--- config.mk ---
export PLATFORM = sky130hd
export DESIGN_NAME = rx_addr_filter
export DESIGN_NICKNAME = d
export VERILOG_FILES = /design/src/rtl/addr_filt_pkg.sv /design/src/rtl/af_cfg_regs.sv /design/src/rtl/af_hash_table.sv /design/src/rtl/af_crc_unit.sv /design/src/rtl/rx_addr_filter.sv
export SDC_FILE = /design/constraint.sdc
export NUM_CORES = 1
export LEC_CHECK = 0
export ABC_CLOCK_PERIOD_IN_PS = 4900
export BUFFER_PORTS_ARGS = -buffer_cell sky130_fd_sc_hd__buf_2
export CAP_MARGIN = 20
export CORE_MARGIN = 2
export CORE_UTILIZATION = 50
export DETAILED_ROUTE_END_ITERATION = 12
export PLACE_DENSITY = 0.7
export SLEW_MARGIN = 30
export SYNTH_ARGS = -nofsm -noshare
export SYNTH_HDL_FRONTEND = slang
export SYNTH_SLANG_ARGS = --single-unit
export TNS_END_PERCENT = 20
--- constraint.sdc ---
create_clock -name clk -period 4.9 [get_ports clk]
set_input_delay 0.245 -clock clk [delete_from_list [all_inputs] [get_ports clk]]
set_output_delay 0.245 -clock clk [all_outputs]
set_load 0.02 [all_outputs]
--- src/rtl/addr_filt_pkg.sv ---
package addr_filt_pkg;

    localparam int BYTE_W     = 8;
    localparam int ADDR_BYTES = 6;
    localparam int CRC_W      = 32;
    localparam int IDX_W      = 9;

    localparam logic [CRC_W-1:0] CRC_POLY_REFL = 32'hEDB8_8320;
    localparam logic [CRC_W-1:0] CRC_SEED      = '1;

    // register numbers on the write port
    localparam int REG_STA_LO = 16;
    localparam int REG_STA_HI = 17;
    localparam int REG_CTRL   = 18;

    // control word, bit 0 is all_prom
    typedef struct packed {
        logic ext_hash;
        logic bc_reject;
        logic mc_prom;
        logic uc_prom;
        logic all_prom;
    } filt_ctrl_t;

    typedef struct packed {
        logic bcast;
        logic mcast;
        logic station;
    } addr_class_t;

    // one reflected CRC step over a byte, LSB first
    function automatic logic [CRC_W-1:0] crc_step_byte(input logic [CRC_W-1:0] cur,
                                                       input logic [BYTE_W-1:0] b);
        logic [CRC_W-1:0] c;
        c = cur ^ {{(CRC_W-BYTE_W){1'b0}}, b};
        for (int k = 0; k < BYTE_W; k++) begin
            c = c[0] ? ((c >> 1) ^ CRC_POLY_REFL) : (c >> 1);
        end
        return c;
    endfunction

endpackage

--- src/rtl/af_cfg_regs.sv ---
module af_cfg_regs
    import addr_filt_pkg::*;
#(
    parameter int WORD_W = 32,
    parameter int CFG_AW = 5
) (
    input  logic              clk,
    input  logic              rst,
    input  logic              cfg_we,
    input  logic [CFG_AW-1:0] cfg_addr,
    input  logic [WORD_W-1:0] cfg_wdata,
    output logic [ADDR_BYTES*BYTE_W-1:0] station,
    output filt_ctrl_t        ctrl
);
    localparam int CTRL_W = $bits(filt_ctrl_t);

    logic [WORD_W-1:0] sta_lo_q;
    logic [15:0]       sta_hi_q;
    filt_ctrl_t        ctrl_q;

    always_ff @(posedge clk) begin
        if (rst) begin
            sta_lo_q <= '0;
            sta_hi_q <= '0;
            ctrl_q   <= '0;
        end else if (cfg_we) begin
            if (cfg_addr == CFG_AW'(REG_STA_LO)) sta_lo_q <= cfg_wdata;
            if (cfg_addr == CFG_AW'(REG_STA_HI)) sta_hi_q <= cfg_wdata[31:16];
            if (cfg_addr == CFG_AW'(REG_CTRL))   ctrl_q   <= filt_ctrl_t'(cfg_wdata[CTRL_W-1:0]);
        end
    end

    // arrival order: byte 0 sits in the top byte of station
    assign station = {sta_hi_q[7:0], sta_hi_q[15:8],
                      sta_lo_q[7:0], sta_lo_q[15:8], sta_lo_q[23:16], sta_lo_q[31:24]};
    assign ctrl = ctrl_q;

    assert_ctrl_write_R11: assert property (@(posedge clk) disable iff (rst)
        (cfg_we && cfg_addr == CFG_AW'(REG_CTRL)) |=> (ctrl_q == filt_ctrl_t'($past(cfg_wdata[CTRL_W-1:0]))));

    assert_ctrl_reset_R10: assert property (@(posedge clk)
        $past(rst) |-> (ctrl_q == '0));

endmodule

--- src/rtl/af_hash_table.sv ---
module af_hash_table
    import addr_filt_pkg::*;
#(
    parameter int HASH_WORDS = 16,
    parameter int WORD_W     = 32,
    parameter int CFG_AW     = 5
) (
    input  logic              clk,
    input  logic              rst,
    input  logic              cfg_we,
    input  logic [CFG_AW-1:0] cfg_addr,
    input  logic [WORD_W-1:0] cfg_wdata,
    input  logic [IDX_W-1:0]  bucket,
    output logic              hit
);
    localparam int BIT_SEL_W  = $clog2(WORD_W);
    localparam int WORD_SEL_W = $clog2(HASH_WORDS);

    logic [WORD_W-1:0] word_q [HASH_WORDS];

    for (genvar w = 0; w < HASH_WORDS; w++) begin : g_word
        always_ff @(posedge clk) begin
            if (rst) begin
                word_q[w] <= '0;
            end else if (cfg_we && cfg_addr == CFG_AW'(w)) begin
                word_q[w] <= cfg_wdata;
            end
        end

        assert_word_clear_R10: assert property (@(posedge clk)
            $past(rst) |-> (word_q[w] == '0));

        assert_word_write_R11: assert property (@(posedge clk) disable iff (rst)
            (cfg_we && cfg_addr == CFG_AW'(w)) |=> (word_q[w] == $past(cfg_wdata)));
    end

    logic [WORD_SEL_W-1:0] word_sel;
    logic [BIT_SEL_W-1:0]  bit_sel;

    always_comb begin
        word_sel = bucket[IDX_W-1 -: WORD_SEL_W];
        // bucket bit 0 of a word is its most significant bit
        bit_sel  = BIT_SEL_W'(WORD_W - 1) - bucket[BIT_SEL_W-1:0];
        hit      = word_q[word_sel][bit_sel];
    end

endmodule

--- src/rtl/af_crc_unit.sv ---
module af_crc_unit
    import addr_filt_pkg::*;
#(
    parameter int OUT_W = IDX_W
) (
    input  logic              clk,
    input  logic              rst,
    input  logic              step,
    input  logic              restart,
    input  logic [BYTE_W-1:0] data,
    output logic [OUT_W-1:0]  crc_top
);
    logic [CRC_W-1:0] crc_q;
    logic [CRC_W-1:0] crc_base;
    logic [CRC_W-1:0] crc_upd;

    always_comb begin
        crc_base = restart ? CRC_SEED : crc_q;
        crc_upd  = crc_step_byte(crc_base, data);
        crc_top  = ~crc_upd[CRC_W-1 -: OUT_W];
    end

    always_ff @(posedge clk) begin
        if (rst)       crc_q <= CRC_SEED;
        else if (step) crc_q <= crc_upd;
    end

    assert_crc_seed_R2: assert property (@(posedge clk) disable iff (rst)
        (!$past(rst) && !$past(step)) |-> $stable(crc_q));

endmodule

--- src/rtl/rx_addr_filter.sv ---
module rx_addr_filter
    import addr_filt_pkg::*;
#(
    parameter int HASH_WORDS = 16,
    parameter int WORD_W     = 32,
    parameter int CFG_AW     = 5
) (
    input  logic              clk,
    input  logic              rst,
    input  logic              cfg_we,
    input  logic [CFG_AW-1:0] cfg_addr,
    input  logic [WORD_W-1:0] cfg_wdata,
    input  logic              hdr_valid,
    input  logic              hdr_first,
    input  logic [7:0]        hdr_byte,
    output logic              dec_valid,
    output logic              dec_accept
);
    localparam int CNT_W   = $clog2(ADDR_BYTES + 1);
    localparam int HOLD_N  = ADDR_BYTES - 1;
    localparam int DEST_W  = ADDR_BYTES * BYTE_W;

    logic [DEST_W-1:0] station;
    filt_ctrl_t        ctrl;

    af_cfg_regs #(.WORD_W(WORD_W), .CFG_AW(CFG_AW)) u_cfg (
        .clk(clk), .rst(rst), .cfg_we(cfg_we), .cfg_addr(cfg_addr),
        .cfg_wdata(cfg_wdata), .station(station), .ctrl(ctrl)
    );

    // byte capture
    logic [CNT_W-1:0]  cnt_q;
    logic [CNT_W-1:0]  pos;
    logic              take_first, take_more, take, last_byte;
    logic [BYTE_W-1:0] held_q [HOLD_N];

    always_comb begin
        take_first = hdr_valid && hdr_first;
        take_more  = hdr_valid && !hdr_first && (cnt_q != '0);
        take       = take_first || take_more;
        pos        = take_first ? '0 : cnt_q;
        last_byte  = take && (pos == CNT_W'(ADDR_BYTES - 1));
    end

    always_ff @(posedge clk) begin
        if (rst) begin
            cnt_q <= '0;
        end else if (take) begin
            cnt_q <= last_byte ? '0 : pos + 1'b1;
        end
    end

    for (genvar i = 0; i < HOLD_N; i++) begin : g_hold
        always_ff @(posedge clk) begin
            if (rst)                              held_q[i] <= '0;
            else if (take && pos == CNT_W'(i))    held_q[i] <= hdr_byte;
        end
    end

    // CRC over the address
    logic [IDX_W-1:0] crc_top;

    af_crc_unit #(.OUT_W(IDX_W)) u_crc (
        .clk(clk), .rst(rst), .step(take), .restart(take_first),
        .data(hdr_byte), .crc_top(crc_top)
    );

    // classification of the complete address
    logic [DEST_W-1:0] dest;
    addr_class_t       cls;
    logic [IDX_W-1:0]  bucket;
    logic              hash_hit;

    always_comb begin
        for (int i = 0; i < HOLD_N; i++) begin
            dest[DEST_W-1-i*BYTE_W -: BYTE_W] = held_q[i];
        end
        dest[BYTE_W-1:0] = hdr_byte;
        cls.bcast   = &dest;
        cls.mcast   = dest[DEST_W-BYTE_W];
        cls.station = (dest == station);
        bucket = ctrl.ext_hash ? crc_top : {cls.mcast, crc_top[IDX_W-1:1]};
    end

    af_hash_table #(.HASH_WORDS(HASH_WORDS), .WORD_W(WORD_W), .CFG_AW(CFG_AW)) u_hash (
        .clk(clk), .rst(rst), .cfg_we(cfg_we), .cfg_addr(cfg_addr),
        .cfg_wdata(cfg_wdata), .bucket(bucket), .hit(hash_hit)
    );

    logic accept_c;

    always_comb begin
        if (cls.bcast) begin
            accept_c = ctrl.all_prom || !ctrl.bc_reject;
        end else begin
            accept_c = cls.station || hash_hit || ctrl.all_prom ||
                       (cls.mcast ? ctrl.mc_prom : ctrl.uc_prom);
        end
    end

    always_ff @(posedge clk) begin
        if (rst) begin
            dec_valid  <= 1'b0;
            dec_accept <= 1'b0;
        end else begin
            dec_valid  <= last_byte;
            dec_accept <= last_byte && accept_c;
        end
    end

    always_comb begin
        assert_cnt_range_R9: assert (rst || cnt_q < CNT_W'(ADDR_BYTES));
    end

    assert_pulse_single_R9: assert property (@(posedge clk) disable iff (rst)
        dec_valid |=> !dec_valid);

    assert_needs_byte_R9: assert property (@(posedge clk) disable iff (rst)
        dec_valid |-> $past(hdr_valid));

    assert_bcast_block_R6: assert property (@(posedge clk) disable iff (rst)
        (!$past(rst) && $past(last_byte && cls.bcast && ctrl.bc_reject && !ctrl.all_prom))
        |-> (dec_valid && !dec_accept));

    assert_prom_all_R7: assert property (@(posedge clk) disable iff (rst)
        (!$past(rst) && $past(last_byte && ctrl.all_prom)) |-> (dec_valid && dec_accept));

    assert_station_R1: assert property (@(posedge clk) disable iff (rst)
        (!$past(rst) && $past(last_byte && cls.station && !cls.bcast)) |-> dec_accept);

endmodule

# After elaboration in Yosys (flattened, before gate mapping)
# Memory sizes are Yosys's and may differ from the RTL's.
# Cells that the tools add are included.
[totals]
inputBits = 50
ramBits = 552
out_inout_bits = 2
reg_bits = 90
n_memories = 2
elab_cells = 213
[op_classes]
addsub = 2
order_cmp = 1
muxes = 102
eq_ne = 24
bitwise = 31
n_reduce_logical = 40
[memory_table]
columns = ["memory", "words", "word_bits", "read_ports", "rd_clocked_by_memory_dff", "write_ports", "line", "source"]
rows = [
  ["u_hash.word_q", 16, 32, 1, 0, 16, "af_hash_table.sv:19", "logic [WORD_W-1:0] word_q [HASH_WORDS];"],
  ["held_q", 5, 8, 5, 0, 5, "rx_addr_filter.sv:35", "logic [BYTE_W-1:0] held_q [HOLD_N];"],
]
[ops]
columns = ["cell", "n"]
rows = [
  ["two-way mux 32 bit", 25],
  ["NOT 13 -> 14 bit", 8],
  ["two-way mux 1 bit", 68],
  ["== test 48 bit", 1],
  ["AND reduction 48 bit", 1],
  ["== test 5 x 4 -> 1 bit (second input constant)", 8],
  ["two-way mux 8 bit", 5],
  ["bitwise XOR 32 x 8 -> 32 bit", 1],
  ["logical AND 1 bit", 26],
  ["bitwise OR 1 bit", 21],
  ["== test 5 x 3 -> 1 bit (second input constant)", 4],
  ["== test 5 bit (second input constant)", 3],
  ["== test 5 x 2 -> 1 bit (second input constant)", 2],
  ["two-way mux 9 bit", 1],
  ["NOT 9 bit", 1],
  ["== test 3 x 2 -> 1 bit (second input constant)", 2],
  ["== test 3 bit (second input constant)", 2],
  ["< comparator 5 x 6 -> 1 bit (second input constant)", 1],
  ["two-way mux 3 bit", 2],
  ["AND reduction 2 bit", 3],
  ["binary-select mux 1 bit (select 5 bit)", 1],
  ["== test 5 x 1 -> 1 bit (second input constant)", 1],
  ["logical NOT 5 bit", 1],
  ["logical OR 1 bit", 5],
  ["6 further kinds", 7],
]

# Logic depth before layout (Yosys ltp)
[depth]
word_depth = 29
ltp_mapped = 18
depth_no_buf = 12

# Cells and area by module
# From an unflattened synthesis, not the netlist that was laid out.
[hier_totals]
cells_unflattened = 2308
hier_area_um2 = 31331.3
[by_module_without_submodules]
columns = ["mod", "seq_area_each_um2", "cells_per_inst", "instances", "area_each_um2"]
rows = [
  ["af_hash_table", 15374.7, 1596, 1, 23864.1],
  ["rx_addr_filter", 1301.2, 224, 1, 2663.8],
  ["af_crc_unit", 640.6, 275, 1, 2531.2],
  ["af_cfg_regs", 1061.0, 213, 1, 2272.2],
]

# Least setup slack after synthesis
# OpenSTA, ideal clock, no wires.
[synth_timing]
path_type = "register to register"
from = "register u_crc.crc_q[1]"
to = "register dec_accept"
setup_slack_ns = 1.495
arrival_ns = 3.275
setup_time_ns = 0.130
synth_period_minus_slack_ns = 3.405
n_path_buf = 2
required_time_ns = 4.770
path_stages_with_launch = 15
cell_sequence = "dfxtp_1 buf_4 xnor2_2 or3_4 and2_1 buf_4 xnor3_2 xnor2_2 o21a_2 nand2_2 nor4_1 nor4b_1 a31o_1 a2111oi_2 a21oi_1"
[synth_between]
elab_chain_cells = 24
word_cells_on_any_way = 27
classes_between = "add/sub (1); mux (13); bitwise (8); reduce/logical (4); memory (1)"
[synth_rtl]
columns = ["item", "line", "source"]
rows = [
  ["start, declared", "af_crc_unit.sv:13", "logic [CRC_W-1:0] crc_q;"],
  ["start signal, assigned", "af_crc_unit.sv:25", "else if (step) crc_q <= crc_upd;"],
  ["two-way mux 32 bit (*)", "af_crc_unit.sv:18", "crc_base = restart ? CRC_SEED : crc_q;"],
  ["bitwise XOR 32 x 8 -> 32 bit (*)", "addr_filt_pkg.sv:35", "c = cur ^ {{(CRC_W-BYTE_W){1'b0}}, b};"],
  ["two-way mux 32 bit (*) (3 in a row)", "addr_filt_pkg.sv:37", "c = c[0] ? ((c >> 1) ^ CRC_POLY_REFL) : (c >> 1);"],
  ["NOT 13 -> 14 bit (no source line) / two-way mux 32 bit (equally long branches)", "-", ""],
  ["two-way mux 32 bit (*)", "addr_filt_pkg.sv:37", ""],
  ["NOT 13 -> 14 bit (no source line) / two-way mux 32 bit (equally long branches)", "-", ""],
  ["two-way mux 32 bit (*) (2 in a row)", "addr_filt_pkg.sv:37", ""],
  ["NOT 13 -> 14 bit (no source line) / two-way mux 32 bit (equally long branches)", "-", ""],
  ["[... 3 more ...]", "-", ""],
  ["NOT 9 bit (*)", "af_crc_unit.sv:20", "crc_top = ~crc_upd[CRC_W-1 -: OUT_W];"],
  ["two-way mux 9 bit (*)", "rx_addr_filter.sv:82", "bucket = ctrl.ext_hash ? crc_top : {cls.mcast, crc_top[IDX_W-1:1]};"],
  ["subtractor 5 bit", "af_hash_table.sv:43", "bit_sel = BIT_SEL_W'(WORD_W - 1) - bucket[BIT_SEL_W-1:0];"],
  ["binary-select mux 1 bit (select 5 bit) (*)", "af_hash_table.sv:44", "hit = word_q[word_sel][bit_sel];"],
  ["two-way mux 1 bit (not written as such) (*)", "af_hash_table.sv:44", ""],
  ["logical OR 1 bit (*) (3 in a row)", "rx_addr_filter.sv:96", "accept_c = cls.station || hash_hit || ctrl.all_prom ||"],
  ["two-way mux 1 bit (*)", "rx_addr_filter.sv:93", "if (cls.bcast) begin"],
  ["logical AND 1 bit (*)", "rx_addr_filter.sv:107", "dec_accept <= last_byte && accept_c;"],
  ["end signal, assigned", "rx_addr_filter.sv:107", ""],
  ["end, declared", "rx_addr_filter.sv:17", "output logic dec_accept"],
]
# Every way passes the cells marked *; elsewhere a longest branch is shown, timed or not. The select of a mux whose other input is x is not followed.
# A chain may end at the register's enable or synchronous reset.

# Worst setup path after layout
[layout_timing]
from = "register u_crc.crc_q[0]"
to = "register dec_accept"
[layout_between]
elab_chain_cells = 25
word_cells_on_any_way = 28
classes_between = "add/sub (1); mux (13); bitwise (9); reduce/logical (4); memory (1)"
[layout_rtl]
columns = ["item", "line"]
rows = [
  ["two-way mux 32 bit (*)", "af_crc_unit.sv:18"],
  ["bitwise XOR 32 x 8 -> 32 bit (*)", "addr_filt_pkg.sv:35"],
  ["two-way mux 32 bit (*)", "addr_filt_pkg.sv:37"],
  ["NOT 13 -> 14 bit (no source line)", "-"],
  ["two-way mux 32 bit (*)", "addr_filt_pkg.sv:37"],
  ["NOT 13 -> 14 bit (no source line) / two-way mux 32 bit (equally long branches)", "-"],
  ["two-way mux 32 bit (*) (2 in a row)", "addr_filt_pkg.sv:37"],
  ["NOT 13 -> 14 bit (no source line)", "-"],
  ["[... 6 more ...]", "-"],
  ["NOT 9 bit (*)", "af_crc_unit.sv:20"],
  ["two-way mux 9 bit (*)", "rx_addr_filter.sv:82"],
  ["subtractor 5 bit", "af_hash_table.sv:43"],
  ["binary-select mux 1 bit (select 5 bit) (*)", "af_hash_table.sv:44"],
  ["two-way mux 1 bit (not written as such) (*)", "af_hash_table.sv:44"],
  ["logical OR 1 bit (*) (3 in a row)", "rx_addr_filter.sv:96"],
  ["two-way mux 1 bit (*)", "rx_addr_filter.sv:93"],
  ["logical AND 1 bit (*)", "rx_addr_filter.sv:107"],
]
# Marks and branches as above.

==> metrics.sh <==
OVERFLOW=0
NUMBER_OF_BUFFERS_ADDED_BY_THE_CLOCK_TREE_SYNTHESIS_STEP=67
RANKING_OF_SYNTHESIZED_CELLS_BY_AREA='sky130_fd_sc_hd__edfxtp_1, sky130_fd_sc_hd__and2_1, sky130_fd_sc_hd__dfxtp_1'
CTS.REPORTEDPATHS.CLKPINSLEW_PS=60
YS_WARN_COUNT=0
GRT_PASS1_VIAS=21003
PLACE.DETAILED.HPWL_UM=57790
SLEW_HEADROOM_PCT=41.90
POST_ROUTE_CELLS_DRIVE_ABOVE_1_SHARE_PCT=12.47
PERIOD_MINUS_WS_FINAL_PS=4564
SYNTHARSTFLOPSHARE_PCT=0
GRT_START_MAX_NET_PINS=79
GRT_FIRST_PASS_WIRELENGTH_UM=138100
SEQUENTIAL_TO_TOTAL_AREA_SHARE_FROM_YOSYS_STAT_PCT=59.24
POST_DRT_VIA_CELL_RATIO=6.215
SYNTH_TOP_AREA_SHARE_PCT=53.43
DP_WORST_SETUP_SLACK_PS=529.8
START_UTIL_PCT=50.46
STD_CELL_ROWS=91
WORST_IR_DROP_VDD_uV=277.5
STARTPOINT_TYPE_OF_THE_WORST_SETUP_PATH='flop'
POSTSYNTHREGISTERBITS=642
FP.DIEH_UM=253.1
DIE_WIDTH_UM=253.1
PORT_BUFS=51
ENDPOINT_KIND='flop'
LEAKAGEPOWER_uW=0.01266
DETAIL_ROUTE.ITER0.VIOLATIONS=2697
DISTINCT_CELL_TYPE_COUNT_AFTER_SYNTHESIS=83
SYNTH_TOP_CELL_BY_AREA='sky130_fd_sc_hd__edfxtp_1'
SYNTH_FP_NETS=2615
CLOCK.FMAX_MHz=219.1
CRIT_REQUIRED_PS=5370
CTS_TREE='yes'
CP_DATA_ARRIVAL_TIME_PS=5030
SYNTH-EDFF-COUNT=552
FP.COREAREA_UM2=61480
GR-USAGE-ALL-LAYERS_PCT=29.91
FINAL_NET_COUNT=2624
FLOORPLAN.IO_PINS=52
PLACEMENT_STAGE_CELL_AREA_UM2=32430
HP-CLASS='input pin to flop'
FINALINSTANCEAREA_UM2=34460
SETUP.WORST_PATH.CLASS='flop to flop'
POSTCTSSETUPREPAIRBUFS=0
DRT_DRC_VIOLATIONS_LEFT=0
CLK-INSERTION-DELAY-LATE_PS=600
DIE-AREA_UM2=64060
DRT-TOTAL-WL_UM=94780
CTS_NUM_SINKS=642
DETAILROUTE.VIA_COUNT=21186
BUFFER_CELL_DRIVING_THE_CLOCK_TREE_ROOT='sky130_fd_sc_hd__clkbuf_16'
FLOW.AREA_GROWTH_FROM_SYNTHESIS_PCT=11.09
UNREPAIRED_SETUP_ENDPOINTS_AFTER_GLOBAL_ROUTING='false'
SETUP_WS_PS=336.4
TIMING_HOLD_VIOLATIONS_FINAL=0
POST_SYNTH_INST_COUNT=2560
FIN_WORST_SKEW_PS=18.27
SLEW_VIOL_FINAL=0
AVERAGE_SIZE_OF_A_MAPPED_CELL_UM2=12.12
STATUS='complete, no violations'
POWER_PER_CELL_AREA_nW_PER_UM2=455.2
TIMING.CRITICAL_PATH.FANOUT_MAX=23
FINAL_ANTENNA_NET_COUNT=0
MAX-CAP-VIOLATIONS=0
TIGHTESTPINTRANSITION_PS=868.9
TIMING.FINAL.SETUP_VIOLATIONS=0
LEADING_REGISTER_CELL_TYPE_OUT_OF_SYNTHESIS='sky130_fd_sc_hd__edfxtp_1'
GP_CONGESTION=0.9312
CLOCK_TREE.HTREE_LEVEL_COUNT=3
FINAL.SETUP.TNS_PS=0
CTS_BUFFER_DEPTH=3
FIRST_PASS_ITERS=5
SYN-CELL-AREA_UM2=31020
GRT_ANTENNA_BEFORE_REPAIR=10
POST_DRT_WL_PER_CELL_UM=27.80
TIMING.FINAL.CRIT_SHARE_PCT=93.14
-- final timing paths --
check,start,to,slack [ps],depth (start not counted)
setup / recovery,u_crc.crc_q[0]$_SDFFE_PP1N_,dec_accept$_SDFF_PP0_,340,14
hold / removal,cfg_wdata[9],u_cfg.sta_lo_q[9]$_SDFFE_PP0P_,30,3
setup reg to reg,u_crc.crc_q[0]$_SDFFE_PP1N_,dec_accept$_SDFF_PP0_,340,14
hold reg to reg,u_crc.crc_q[12]$_SDFFE_PP1N_,u_crc.crc_q[12]$_SDFFE_PP1N_,470,1
-- per-stage QoR --
stage | utilization [%] | power (uW) | hold WS (ps) | std cells
floorplan | - | 9372 | 381.0 | 2560
global placement | 52.51 | 10820 | 447.8 | 3285
detailed placement | 52.74 | 10880 | 453.5 | 3287
CTS | 56.01 | 15630 | 7.184 | 3405
global route | 56.05 | 16150 | 43.83 | 3407
finish | 56.05 | 15690 | 27.05 | 3409
-- critical path, cell delays in order, from the launching register on --
cell	delay, ps
sky130_fd_sc_hd__dfxtp_1	670
sky130_fd_sc_hd__xnor2_1	210
sky130_fd_sc_hd__o21a_1	210
sky130_fd_sc_hd__or2_1	290
sky130_fd_sc_hd__xnor3_4	760
sky130_fd_sc_hd__buf_12	280
sky130_fd_sc_hd__buf_12	210
sky130_fd_sc_hd__mux2i_1	210
sky130_fd_sc_hd__mux2i_1	100
sky130_fd_sc_hd__a22oi_1	310
sky130_fd_sc_hd__a21boi_0	220
sky130_fd_sc_hd__nor4_1	500
sky130_fd_sc_hd__a211oi_1	140
sky130_fd_sc_hd__a41oi_1	180
sky130_fd_sc_hd__a21oi_1	90
-- sequential cells by signal, indices dropped and copies added, names as in the netlist --
signal and count:
dec_valid 1, cnt_q 3, u_crc.crc_q 32, dec_accept 1
u_hash.word_q 512, held_q 40, u_cfg.sta_lo_q 32, u_cfg.ctrl 5
u_cfg.sta_hi_q 16
-- cells in the mapped netlist, types with 22 or more instances --
| cell | count |
|---|---|
| sky130_fd_sc_hd__nor2_1 | 104 |
| sky130_fd_sc_hd__buf_2 | 36 |
| sky130_fd_sc_hd__mux4_2 | 27 |
| sky130_fd_sc_hd__edfxtp_1 | 552 |
| sky130_fd_sc_hd__nand2_1 | 253 |
| sky130_fd_sc_hd__and2_1 | 535 |
| sky130_fd_sc_hd__nand4_1 | 34 |
| sky130_fd_sc_hd__xnor2_1 | 117 |
| sky130_fd_sc_hd__a31oi_1 | 23 |
| sky130_fd_sc_hd__mux2i_1 | 165 |
| sky130_fd_sc_hd__a211o_1 | 33 |
| sky130_fd_sc_hd__a21oi_1 | 77 |
| sky130_fd_sc_hd__dfxtp_1 | 90 |
| sky130_fd_sc_hd__and3_1 | 25 |
| sky130_fd_sc_hd__nand3_1 | 48 |
| sky130_fd_sc_hd__xor2_1 | 22 |
| sky130_fd_sc_hd__clkbuf_1 | 136 |
-- cell families (layout without fill, tap and decap cells) --
| kind of cell | Yosys count | in the layout | share of synthesized area [%] |
|---|---|---|---|
| and+or+nand+nor | 1064 | 1064 | 18.45 |
| other | 0 | 4 | 0 |
| AOI/OAI and AO/OA | 285 | 285 | 6.513 |
| xor gates and xnor gates | 153 | 153 | 4.900 |
| adders and majority gates | 5 | 5 | 0.2016 |
| DFF | 642 | 642 | 59.24 |
| buffers and inverters | 205 | 260 | 2.904 |
| muxes | 206 | 206 | 7.792 |
-- placed cells by master, fill, tap and decap left out, types with 26 or more instances in the layout --
cell type,instances
sky130_fd_sc_hd__edfxtp_1,552
sky130_fd_sc_hd__and2_1,535
sky130_fd_sc_hd__nand2_1,253
sky130_fd_sc_hd__mux2i_1,165
sky130_fd_sc_hd__xnor2_1,114
sky130_fd_sc_hd__dfxtp_1,90
sky130_fd_sc_hd__nor2_1,85
sky130_fd_sc_hd__a21oi_1,76
sky130_fd_sc_hd__buf_4,73
sky130_fd_sc_hd__clkbuf_16,69
sky130_fd_sc_hd__buf_2,50
sky130_fd_sc_hd__nand3_1,48
sky130_fd_sc_hd__nand4_1,34
sky130_fd_sc_hd__a211o_1,33
sky130_fd_sc_hd__mux4_2,27
sky130_fd_sc_hd__clkbuf_1,26
-- layout make-up --
| class | count | area [um2] |
|---|---|---|
| fill | 4949 | 27020 |
| clock buffer | 98 | 1866 |
| sequential | 642 | 18380 |
| multi-input combinational | 1713 | 12010 |
| clock inverter | 17 | 115.1 |
| inverter | 8 | 30.03 |
| timing repair buffer | 137 | 1064 |
| antenna | 4 | 10.01 |
| tap | 790 | 988.4 |
-- routing by layer --
| layer | vias up | track usage [%] | part of all wire [%] |
|---|---|---|---|
| met4 | 2 | 13.68 | 4.6 |
| met1 | 10520 | 39.77 | 38 |
| met2 | 1268 | 48.04 | 46 |
| met5 | - | 0 | 0.013 |
| li1 | 9144 | - | - |
| met3 | 252 | 5.284 | 10 |
-- where the power goes --
part | total (uW) | switching [uW] | leakage (uW) | internal [uW]
Combinational | 4520 | 2790 | 0.00566 | 1730
Sequential | 6360 | 132 | 0.00603 | 6230
Clock | 4810 | 2120 | 0.000967 | 2690
-- repair_timing --
| action | 4_1_cts | 5_1_grt |
|---|---|---|
| hold endpoints to repair | 3 | 0 |
| resized for setup | 0 | 0 |
| hold buffers | 3 | 0 |
No activity file was read; power rests on OpenSTA's default activity.
